<file path="config.mk">
export PLATFORM = sky130hd
export DESIGN_NAME = gain_offset_cal
export DESIGN_NICKNAME = d
export VERILOG_FILES = /design/src/rtl/gain_cal_pkg.sv /design/src/rtl/offset_bank.sv /design/src/rtl/sat_sub.sv /design/src/rtl/cal_ctrl.sv /design/src/rtl/gain_offset_cal.sv
export SDC_FILE = /design/constraint.sdc
export NUM_CORES = 1
export LEC_CHECK = 0
export ABC_AREA = 1
export BUFFER_PORTS_ARGS = -buffer_cell sky130_fd_sc_hd__buf_2
export CORE_MARGIN = 5
export CORE_UTILIZATION = 61
export DETAILED_ROUTE_END_ITERATION = 16
export PLACE_DENSITY = 0.88
export SETUP_SLACK_MARGIN = 0.4
export SYNTH_ARGS = -nofsm -noshare
export SYNTH_HDL_FRONTEND = slang
export SYNTH_HIERARCHICAL = 1
export SYNTH_SLANG_ARGS = --single-unit
</file>
<file path="constraint.sdc">
create_clock -name clk -period 6.3 [get_ports clk]
set_input_delay 0.63 -clock clk [delete_from_list [all_inputs] [get_ports clk]]
set_output_delay 0.63 -clock clk [all_outputs]
set_load 0.005 [all_outputs]
</file>
<file path="src/rtl/gain_cal_pkg.sv">
package gain_cal_pkg;
    typedef enum logic [2:0] {
        SEL_PTR  = 3'd0,
        SEL_HI   = 3'd1,
        SEL_MID  = 3'd2,
        SEL_LO   = 3'd3,
        SEL_CTRL = 3'd4
    } reg_sel_e;

    localparam int CAL_BIT = 2;
endpackage

</file>
<file path="src/rtl/offset_bank.sv">
module offset_bank #(
    parameter int IW = 3,
    parameter int W  = 24,
    localparam int N  = 1 << IW,
    localparam int NB = W / 8
) (
    input  logic                  clk,
    input  logic                  rst_n,
    input  logic                  byte_we,
    input  logic [IW-1:0]         byte_idx,
    input  logic [$clog2(NB)-1:0] byte_lane,
    input  logic [7:0]            byte_data,
    input  logic                  word_we,
    input  logic [IW-1:0]         word_idx,
    input  logic [W-1:0]          word_data,
    input  logic [IW-1:0]         rd_idx_a,
    input  logic [IW-1:0]         rd_idx_b,
    output logic [W-1:0]          rd_a,
    output logic [W-1:0]          rd_b
);
    typedef struct packed {
        logic [N-1:0][W-1:0] bank;
    } bank_st_t;

    bank_st_t st_d, st_q;

    always_comb begin
        st_d = st_q;
        if (byte_we)
            st_d.bank[byte_idx][int'(byte_lane)*8 +: 8] = byte_data;
        // calibration store is applied last so it wins a collision
        if (word_we)
            st_d.bank[word_idx] = word_data;
    end

    always_ff @(posedge clk or negedge rst_n) begin
        if (!rst_n) st_q <= '0;
        else        st_q <= st_d;
    end

    assign rd_a = st_q.bank[rd_idx_a];
    assign rd_b = st_q.bank[rd_idx_b];
endmodule

</file>
<file path="src/rtl/sat_sub.sv">
module sat_sub #(
    parameter int W = 24
) (
    input  logic [W-1:0] minuend,
    input  logic [W-1:0] subtrahend,
    output logic [W-1:0] result
);
    localparam logic [W-1:0] MAX_POS = {1'b0, {(W-1){1'b1}}};
    localparam logic [W-1:0] MAX_NEG = {1'b1, {(W-1){1'b0}}};

    logic [W:0] diff;

    always_comb begin
        diff = {minuend[W-1], minuend} - {subtrahend[W-1], subtrahend};
        if (diff[W] != diff[W-1])
            result = diff[W] ? MAX_NEG : MAX_POS;
        else
            result = diff[W-1:0];
    end
endmodule

</file>
<file path="src/rtl/cal_ctrl.sv">
module cal_ctrl #(
    parameter int GW      = 3,
    parameter int SAMPLES = 5,
    localparam int CW = (SAMPLES > 1) ? $clog2(SAMPLES) : 1
) (
    input  logic          clk,
    input  logic          rst_n,
    input  logic          start,
    input  logic          conv_run,
    input  logic          raw_valid,
    input  logic [GW-1:0] gain_sel,
    output logic          busy,
    output logic          active,
    output logic          done,
    output logic          store_we,
    output logic [GW-1:0] store_idx
);
    localparam logic [CW-1:0] LAST = CW'(SAMPLES - 1);

    typedef struct packed {
        logic          pend;
        logic          act;
        logic          done;
        logic [CW-1:0] cnt;
        logic [GW-1:0] gain;
    } cal_st_t;

    cal_st_t st_d, st_q;

    always_comb begin
        st_d      = st_q;
        st_d.done = 1'b0;
        store_we  = 1'b0;
        if (st_q.pend && !st_q.act && conv_run) begin
            st_d.act  = 1'b1;
            st_d.cnt  = '0;
            st_d.gain = gain_sel;
        end
        if (st_q.act && raw_valid) begin
            if (st_q.cnt == LAST) begin
                store_we  = 1'b1;
                st_d.act  = 1'b0;
                st_d.pend = 1'b0;
                st_d.done = 1'b1;
            end else begin
                st_d.cnt = st_q.cnt + 1'b1;
            end
        end
        if (start)
            st_d.pend = 1'b1;
    end

    always_ff @(posedge clk or negedge rst_n) begin
        if (!rst_n) st_q <= '0;
        else        st_q <= st_d;
    end

    assign busy      = st_q.pend;
    assign active    = st_q.act;
    assign done      = st_q.done;
    assign store_idx = st_q.gain;

    // a running calibration always has its request bit set
    a_r8_act_has_pend: assert property (@(posedge clk) disable iff (!rst_n)
        st_q.act |-> st_q.pend);

    // completion indication lasts a single cycle
    a_r8_done_single: assert property (@(posedge clk) disable iff (!rst_n)
        st_q.done |=> !st_q.done);

    // no calibration starts while conversions are stopped
    a_r9_held_when_stopped: assert property (@(posedge clk) disable iff (!rst_n)
        (!conv_run && !st_q.act) |=> !st_q.act);
endmodule

</file>
<file path="src/rtl/gain_offset_cal.sv">
module gain_offset_cal #(
    parameter int GAIN_W      = 3,
    parameter int WORD_W      = 24,
    parameter int CAL_SAMPLES = 5
) (
    input  logic              clk,
    input  logic              rst_n,
    input  logic [2:0]        reg_sel,
    input  logic              reg_wr,
    input  logic [7:0]        reg_wdata,
    output logic [7:0]        reg_rdata,
    input  logic [GAIN_W-1:0] gain_sel,
    input  logic              conv_run,
    input  logic              raw_valid,
    input  logic [WORD_W-1:0] raw_data,
    output logic              short_req,
    output logic              out_valid,
    output logic [WORD_W-1:0] out_data,
    output logic              rdy_n
);
    import gain_cal_pkg::*;

    localparam int NB = WORD_W / 8;
    localparam int LW = $clog2(NB);

    typedef struct packed {
        logic [GAIN_W-1:0] ptr;
        logic              ov;
        logic [WORD_W-1:0] od;
    } top_st_t;

    top_st_t st_d, st_q;

    logic              cal_busy, cal_active, cal_done, store_we;
    logic [GAIN_W-1:0] store_idx;
    logic              byte_we, start;
    logic [LW-1:0]     lane;
    logic [WORD_W-1:0] ptr_word, act_word, corrected;

    always_comb begin
        byte_we = 1'b0;
        lane    = '0;
        case (reg_sel_e'(reg_sel))
            SEL_HI:  begin byte_we = reg_wr; lane = LW'(NB - 1); end
            SEL_MID: begin byte_we = reg_wr; lane = LW'(1);      end
            SEL_LO:  begin byte_we = reg_wr; lane = '0;          end
            default: ;
        endcase
        start = reg_wr && (reg_sel_e'(reg_sel) == SEL_CTRL) && reg_wdata[CAL_BIT];
    end

    offset_bank #(.IW(GAIN_W), .W(WORD_W)) u_bank (
        .clk(clk), .rst_n(rst_n),
        .byte_we(byte_we), .byte_idx(st_q.ptr), .byte_lane(lane), .byte_data(reg_wdata),
        .word_we(store_we), .word_idx(store_idx), .word_data(raw_data),
        .rd_idx_a(st_q.ptr), .rd_idx_b(gain_sel),
        .rd_a(ptr_word), .rd_b(act_word)
    );

    cal_ctrl #(.GW(GAIN_W), .SAMPLES(CAL_SAMPLES)) u_ctrl (
        .clk(clk), .rst_n(rst_n), .start(start), .conv_run(conv_run),
        .raw_valid(raw_valid), .gain_sel(gain_sel),
        .busy(cal_busy), .active(cal_active), .done(cal_done),
        .store_we(store_we), .store_idx(store_idx)
    );

    sat_sub #(.W(WORD_W)) u_sub (
        .minuend(raw_data), .subtrahend(act_word), .result(corrected)
    );

    always_comb begin
        st_d    = st_q;
        st_d.ov = raw_valid && !cal_active;
        if (raw_valid && !cal_active)
            st_d.od = corrected;
        if (reg_wr && reg_sel_e'(reg_sel) == SEL_PTR)
            st_d.ptr = reg_wdata[GAIN_W-1:0];
    end

    always_ff @(posedge clk or negedge rst_n) begin
        if (!rst_n) st_q <= '0;
        else        st_q <= st_d;
    end

    always_comb begin
        reg_rdata = '0;
        case (reg_sel_e'(reg_sel))
            SEL_PTR:  reg_rdata = 8'(st_q.ptr);
            SEL_HI:   reg_rdata = ptr_word[(NB-1)*8 +: 8];
            SEL_MID:  reg_rdata = ptr_word[8 +: 8];
            SEL_LO:   reg_rdata = ptr_word[7:0];
            SEL_CTRL: reg_rdata[CAL_BIT] = cal_busy;
            default:  ;
        endcase
    end

    assign short_req = cal_active;
    assign out_valid = st_q.ov;
    assign out_data  = st_q.od;
    assign rdy_n     = !(st_q.ov || cal_done);

    // a cycle spent calibrating yields no corrected output next cycle
    a_r7_paused_output: assert property (@(posedge clk) disable iff (!rst_n)
        short_req |=> !out_valid);
endmodule

</file>
* Word level (Yosys, flattened, before mapping)
Cells that the tools add are included.
** Word-level totals
- Register bits :: 229
- Input port bits :: 43
- Output and inout bits :: 35
- Logic and storage cells :: 76
** Operators by class
- Add/sub/neg operators :: 3
- Order comparisons :: 5
- Eq/ne operators :: 6
- Shift-type cells :: 2
- Muxes and demuxes :: 27
- Reductions and logical operators :: 17
** Operators with widths (count)
- 192-bit bitwise mux :: 2
- 192-bit two-way mux :: 2
- 24-bit binary-select mux with 3-bit select :: 2
- 24-bit demux with 3-bit select :: 2
- 24-bit two-way mux :: 6
- 5-bit negator with 33-bit output :: 1
- 8-bit by 33-bit variable shift with 24-bit output, first input constant :: 1
- 8-bit by 33-bit variable part select with 24-bit output :: 1
- 24-bit by 24-bit subtractor with 25-bit output :: 1
- 5-bit one-hot mux with 3 select lines :: 1
- 3-bit by 4-bit less-than comparator with 1-bit output, second input constant :: 3
- 6-bit two-way mux :: 2
- 1-bit logical AND :: 9
- 2-bit one-hot mux with 4 select lines :: 1
- 3-bit by 2-bit equality test with 1-bit output, second input constant :: 2
- 3-bit equality test, second input constant :: 2
- 3-bit by 1-bit >= comparator with 1-bit output, second input constant :: 2
- 3-bit two-way mux :: 2
- 1-bit two-way mux :: 5
- 1-bit one-hot mux with 5 select lines :: 1
- 2-bit one-hot mux with 2 select lines :: 1
- 2-bit nonzero test :: 2
- 3-bit by 1-bit adder with 3-bit output, second input constant :: 1
- 3-bit by 1-bit equality test with 1-bit output, second input constant :: 1
- other kinds (6) :: 7

* Logic depth before layout (Yosys ltp)
- Depth after elaboration :: 10
- Mapped depth :: 25
- Depth with buffers taken out :: 24

* By module
Netlist, hierarchy kept.
** Modules (own cells, without submodules)
- offset_bank :: times used 1, cells each 2257, area an instance 13832.0 um^2, seq. area each 4804.6 um^2
- sat_sub :: times used 1, cells each 370, area an instance 1911.8 um^2, seq. area each 0.0 um^2
- gain_offset_cal :: times used 1, cells each 209, area an instance 1665.3 um^2, seq. area each 700.7 um^2
- cal_ctrl :: times used 1, cells each 49, area an instance 426.7 um^2, seq. area each 225.2 um^2

* Worst setup path before layout
No wires, ideal clock.
- Kind :: input port to flip-flop
- Start :: input port gain_sel[0]
- End :: register st_q, in the netlist out_data[16]
- Setup time :: 0.116 ns
- Data arrival time :: 3.042 ns
- Required time :: 6.184 ns
- Setup slack :: 3.142 ns
- Stages :: 22
- Buffers on the path :: 3
- Cells stage by stage :: clkbuf_1 > clkbuf_1 > o211ai_1 > nand2_1 > nand2_1 > nand2_1 > ha_1 > inv_1 > fa_1 > nand2_1 > nand2_1 > nand3_1 > nand2_2 > nand2_1 > nand4_1 > nand2_2 > nand2_4 > buf_8 > nand2_1 > nand2_1 > nand2_2 > nand2_1
** On the way
- Longest elaborated chain between the ends :: 5
- Elaborated cells on any way between the ends :: 6
- Those cells by class :: 1 x add/sub; 1 x eq/ne; 4 x mux
** Ends and longest elaborated chain
- start: declaration :: RTL line gain_offset_cal.sv:12 : input logic [GAIN_W-1:0] gain_sel,
- 24-bit binary-select mux with 3-bit select * :: RTL line offset_bank.sv:42 : assign rd_b = st_q.bank[rd_idx_b];
- 24-bit two-way mux (implied by the code) * :: RTL line offset_bank.sv:42
- net act_word[0] :: RTL line gain_offset_cal.sv:38 : logic [WORD_W-1:0] ptr_word, act_word, corrected;
- 24-bit by 24-bit subtractor with 25-bit output * :: RTL line sat_sub.sv:14 : diff = {minuend[W-1], minuend} - {subtrahend[W-1], subtrahend};
- 24-bit two-way mux / 1-bit != test (equally long branches) :: RTL line sat_sub.sv:16, sat_sub.sv:15
- 24-bit two-way mux * :: RTL line sat_sub.sv:15 : if (diff[W] != diff[W-1])
- net corrected[16] :: RTL line gain_offset_cal.sv:38
- end signal: assignment :: RTL line gain_offset_cal.sv:82 : else st_q <= st_d;
- end: declaration :: RTL line gain_offset_cal.sv:32 : top_st_t st_d, st_q;
The timed path passes the listed nets; every way through them passes the cells marked *. The select of a mux whose other input is x is not followed.
A chain may end at the register's enable or synchronous reset.

* Worst setup path in the final report
- Start :: input port gain_sel[1]
- End :: register st_q, in the netlist out_data[0]
The elaborated chain is that of the path after synthesis.

==> run_summary.xml <==
<?xml version="1.0" encoding="UTF-8"?>
<metrics>
  <group name="sta">
    <metric name="worst-slew-pin-transition" unit="ps">1380</metric>
    <metric name="unrepaired_setup_endpoints_after_global_routing" unit="">false</metric>
    <metric name="layout_worst_path_cycle_share" unit="%">68.54</metric>
    <metric name="timing_hold_violations_final" unit="">0</metric>
    <metric name="timing.fmax" unit="MHz">231.6</metric>
    <metric name="fin_skew" unit="ps">20.14</metric>
    <metric name="holdWs" unit="ps">25.07</metric>
    <metric name="setup-violations-final" unit="">0</metric>
    <metric name="final-max-slew-violation-count" unit="">0</metric>
    <metric name="setup-tns-final" unit="ps">0</metric>
    <metric name="max_slew_margin" unit="%">7.897</metric>
    <metric name="final.setup.worst_slack" unit="ps">1982</metric>
    <metric name="post_layout_minimum_cycle_time" unit="ps">4318</metric>
  </group>
  <group name="place">
    <metric name="hpwl" unit="um">42590</metric>
    <metric name="post-place-ws" unit="ps">1586</metric>
    <metric name="place_congestion" unit="">1.012</metric>
    <metric name="post-place-cells" unit="">3187</metric>
    <metric name="io_buffers" unit="">77</metric>
  </group>
  <group name="critical_path">
    <metric name="slowest_delay" unit="ps">980</metric>
    <metric name="critPathLaunchType" unit="">input pin</metric>
    <metric name="end_kind" unit="">flip-flop</metric>
    <metric name="worst-path-max-fanout" unit="">30</metric>
    <metric name="path_common_cell" unit="">sky130_fd_sc_hd__nand2_1</metric>
    <metric name="worst_ep_arrival_time" unit="ps">4830</metric>
    <metric name="worstPathRequired" unit="ps">6820</metric>
    <metric name="worst_path_dominant_cell_family" unit="">simple AND/OR/NAND/NOR gates</metric>
    <metric name="critPathBufInv" unit="">4</metric>
    <metric name="critical_path.slowest_cell" unit="">sky130_fd_sc_hd__inv_1</metric>
    <metric name="chain_of_cells_forming_the_critical_path" unit="">buf_2 &gt; inv_1 &gt; buf_4 &gt; o211ai_1 &gt; nand2_1 &gt; nand2_1 &gt; nand2_1 &gt; inv_1 &gt; ha_1 &gt; nand2_1 &gt; nor2_1 &gt; nand2_1 &gt; nor2_1 &gt; nand2_1 &gt; nand4_1 &gt; nand4_2 &gt; nand2_1 &gt; nand2_2 &gt; nand2_1</metric>
    <metric name="timing_worst_setup_path_type" unit="">in2reg</metric>
  </group>
  <group name="synth">
    <metric name="mappedNetlistNets" unit="">2959</metric>
    <metric name="synth_top_cell_area_share" unit="%">32.13</metric>
    <metric name="post-synth-top-area-cell" unit="">sky130_fd_sc_hd__dfrtp_1</metric>
    <metric name="yosys_warnings" unit="">6</metric>
    <metric name="synth_seq_cells" unit="">229</metric>
    <metric name="syn-cell-area" unit="um^2">17840</metric>
    <metric name="synth.area.top_cells" unit="">sky130_fd_sc_hd__dfrtp_1 32%, sky130_fd_sc_hd__nand2_1 30%, sky130_fd_sc_hd__o211ai_1 8.1%</metric>
    <metric name="ys_seq_area_share" unit="%">32.13</metric>
    <metric name="postSynthCellCount" unit="">2885</metric>
    <metric name="ys_types" unit="">40</metric>
    <metric name="syn-mean-instance-area" unit="um^2">6.182</metric>
  </group>
  <group name="power">
    <metric name="ir_worst_vdd" unit="V">0.0002755</metric>
    <metric name="p_per_area" unit="nW/um^2">404.3</metric>
    <metric name="leakage" unit="nW">10.04</metric>
  </group>
  <group name="die">
    <metric name="floorplan.die.height" unit="um">181.0</metric>
    <metric name="placement_rows" unit="">62</metric>
    <metric name="start_util" unit="%">61.97</metric>
    <metric name="die-area" unit="um^2">32760</metric>
    <metric name="die_w" unit="um">181.0</metric>
    <metric name="area_of_the_placeable_core" unit="um^2">28780</metric>
    <metric name="num_io_pins" unit="">78</metric>
  </group>
  <group name="detailed_routing">
    <metric name="detail_route.wl_per_cell" unit="um">19.88</metric>
    <metric name="vias_per_inst" unit="">6.186</metric>
    <metric name="drt_first_pass_iters" unit="">8</metric>
    <metric name="detail_route.drc_violations" unit="">0</metric>
    <metric name="postRouteAntennaNets" unit="">0</metric>
    <metric name="drtIter0Drc" unit="">3468</metric>
    <metric name="vias" unit="">20020</metric>
    <metric name="totalWireLength" unit="um">64330</metric>
  </group>
  <group name="grt">
    <metric name="grt_pass1_wl" unit="um">99780</metric>
    <metric name="grt_pass1_vias" unit="">18800</metric>
    <metric name="gr-total-overflow" unit="">0</metric>
    <metric name="grt_start_max_net_pins" unit="">158</metric>
    <metric name="gr-usage-all-layers" unit="%">37.56</metric>
    <metric name="initial_antenna_violation_count" unit="">0</metric>
  </group>
  <group name="clock_tree">
    <metric name="cts_buffers" unit="">27</metric>
    <metric name="clock_sinks" unit="">229</metric>
    <metric name="cts-hold-fix-buffers" unit="">0</metric>
    <metric name="postCtsSetupRepairBufs" unit="">0</metric>
    <metric name="cts_buffer_depth" unit="">3</metric>
    <metric name="postCtsResizedCells" unit="">0</metric>
    <metric name="clock_tree_from_tritoncts" unit="">done</metric>
    <metric name="root_cell_of_the_clock_tree" unit="">sky130_fd_sc_hd__clkbuf_16</metric>
    <metric name="cts.reportedPaths.clkPinSlew" unit="ps">60</metric>
    <metric name="cts_htree_levels" unit="">1</metric>
    <metric name="clkLatencyLatePin" unit="ps">580</metric>
  </group>
  <group name="layout">
    <metric name="layout_commonest_cell" unit="">sky130_fd_sc_hd__nand2_1</metric>
    <metric name="layout.nets" unit="">2906</metric>
    <metric name="layout.filler_cells" unit="">2558</metric>
    <metric name="synthToLayoutAreaGrowth" unit="%">5.984</metric>
    <metric name="layout.cells.most_common_list" unit="">1424 x sky130_fd_sc_hd__nand2_1, 313 x sky130_fd_sc_hd__inv_1, 261 x sky130_fd_sc_hd__nand3_1</metric>
    <metric name="layout-drive-gt1-share" unit="%">7.994</metric>
    <metric name="layout_cells_excl_fill" unit="">3236</metric>
    <metric name="insertedDiodeCount" unit="">0</metric>
  </group>
  <group name="run">
    <metric name="max_cap_violations" unit="">0</metric>
  </group>
  <group name="status">
    <metric name="outcome" unit="">finished, final reports clean</metric>
  </group>
  <group name="hold_path">
    <metric name="hold_path.class" unit="">in2async</metric>
  </group>
</metrics>
==> through the flow <==
stage          cell area (um^2)  utilization (%)  power, mW
2_1_floorplan             17840                -      5.033
3_3_place_gp              17960            62.39      5.656
3_5_place_dp              17960            62.39      5.791
4_1_cts                   18900            65.68      7.506
5_1_grt                   18900            65.68      8.140
6_report                  18900            65.68      7.643
==> cells by family (layout without fill, tap and decap cells) <==
family          Yosys count  after routing  share of synthesized area (%)
compound gates          262            262                          10.17
xor+xnor                 14             14                         0.6874
fa+ha+maj                31             31                          2.217
buf+inv                 502            469                          12.03
flops                   229            229                          32.13
simple gates           1847           1847                          42.76
==> cell type report <==
type                            instances  area (um^2)  area share (%)
Clock buffer                           39        780.7           4.130
Clock inverter                         10        165.2          0.8737
Inverter                              323         1217           6.440
Multi-Input combinational cell       2154         9960           52.69
Sequential cell                       229         5736           30.34
Tap cell                              384        480.5           2.542
Timing Repair Buffer                   97        564.3           2.985
==> registers in the layout (all words and copies together) (netlist names) <==
register / cells
out_data: 24
u_ctrl/st_q: 3
st_q: 3
u_ctrl/store_idx: 3
u_bank/st_q: 192
u_ctrl/busy: 1
u_ctrl/done: 1
out_valid: 1
u_ctrl/active: 1
==> cells in the mapped netlist, drive strengths merged <==
cell	number
nor3	6
nor4	1
or2	3
nand2	1455
inv	321
and3	1
dfrtp	229
clkbuf	69
o21bai	7
buf	110
nand3	276
xnor2	4
a31oi	1
nand4	19
ha	30
a21oi	26
fa	1
clkinv	2
nor2	84
o211ai	192
and2	2
xor2	10
o21ai	36
==> layer usage <==
| layer | routed length (um) | part of all wire (%) | global-route usage (%) |
|---|---|---|---|
| met3 | 10030 | 16 | 11.00 |
| met1 | 22350 | 35 | 47.43 |
| met4 | 4980 | 7.7 | 21.59 |
| met5 | 0 | 0 | 0.8889 |
| met2 | 26970 | 42 | 57.54 |
==> worst paths after layout <==
| kind | end | start | depth (start not counted) | slack [ps] |
|---|---|---|---|---|
| min in group clk | st_q[26]$_DFFE_PN0P_ | reg_wdata[1] | 3 | 310 |
| worst min register to register | out_data[15]$_DFFE_PN0P_ | out_data[15]$_DFFE_PN0P_ | 2 | 470 |
| max in group asynchronous | st_q[25]$_DFFE_PN0P_ | rst_n | 2 | 4830 |
| worst max-delay path | out_data[0]$_DFFE_PN0P_ | gain_sel[1] | 19 | 1980 |
| worst max register to register | out_data[0]$_DFFE_PN0P_ | u_bank/st_q[124]$_DFF_PN0_ | 19 | 2970 |
| worst min-delay path | u_ctrl/st_q[5]$_DFF_PN0_ | rst_n | 1 | 30 |
==> report_power, final <==
| part | switching, mW | internal, mW | leakage [nW] | total (mW) |
|---|---|---|---|---|
| clock | 0.674 | 1.02 | 0.469 | 1.70 |
| combinational | 2.21 | 1.17 | 7.12 | 3.38 |
| sequential | 0.443 | 2.12 | 2.45 | 2.57 |
| total | 3.32 | 4.32 | 10.0 | 7.64 |
(Power assumes the default switching activity.)
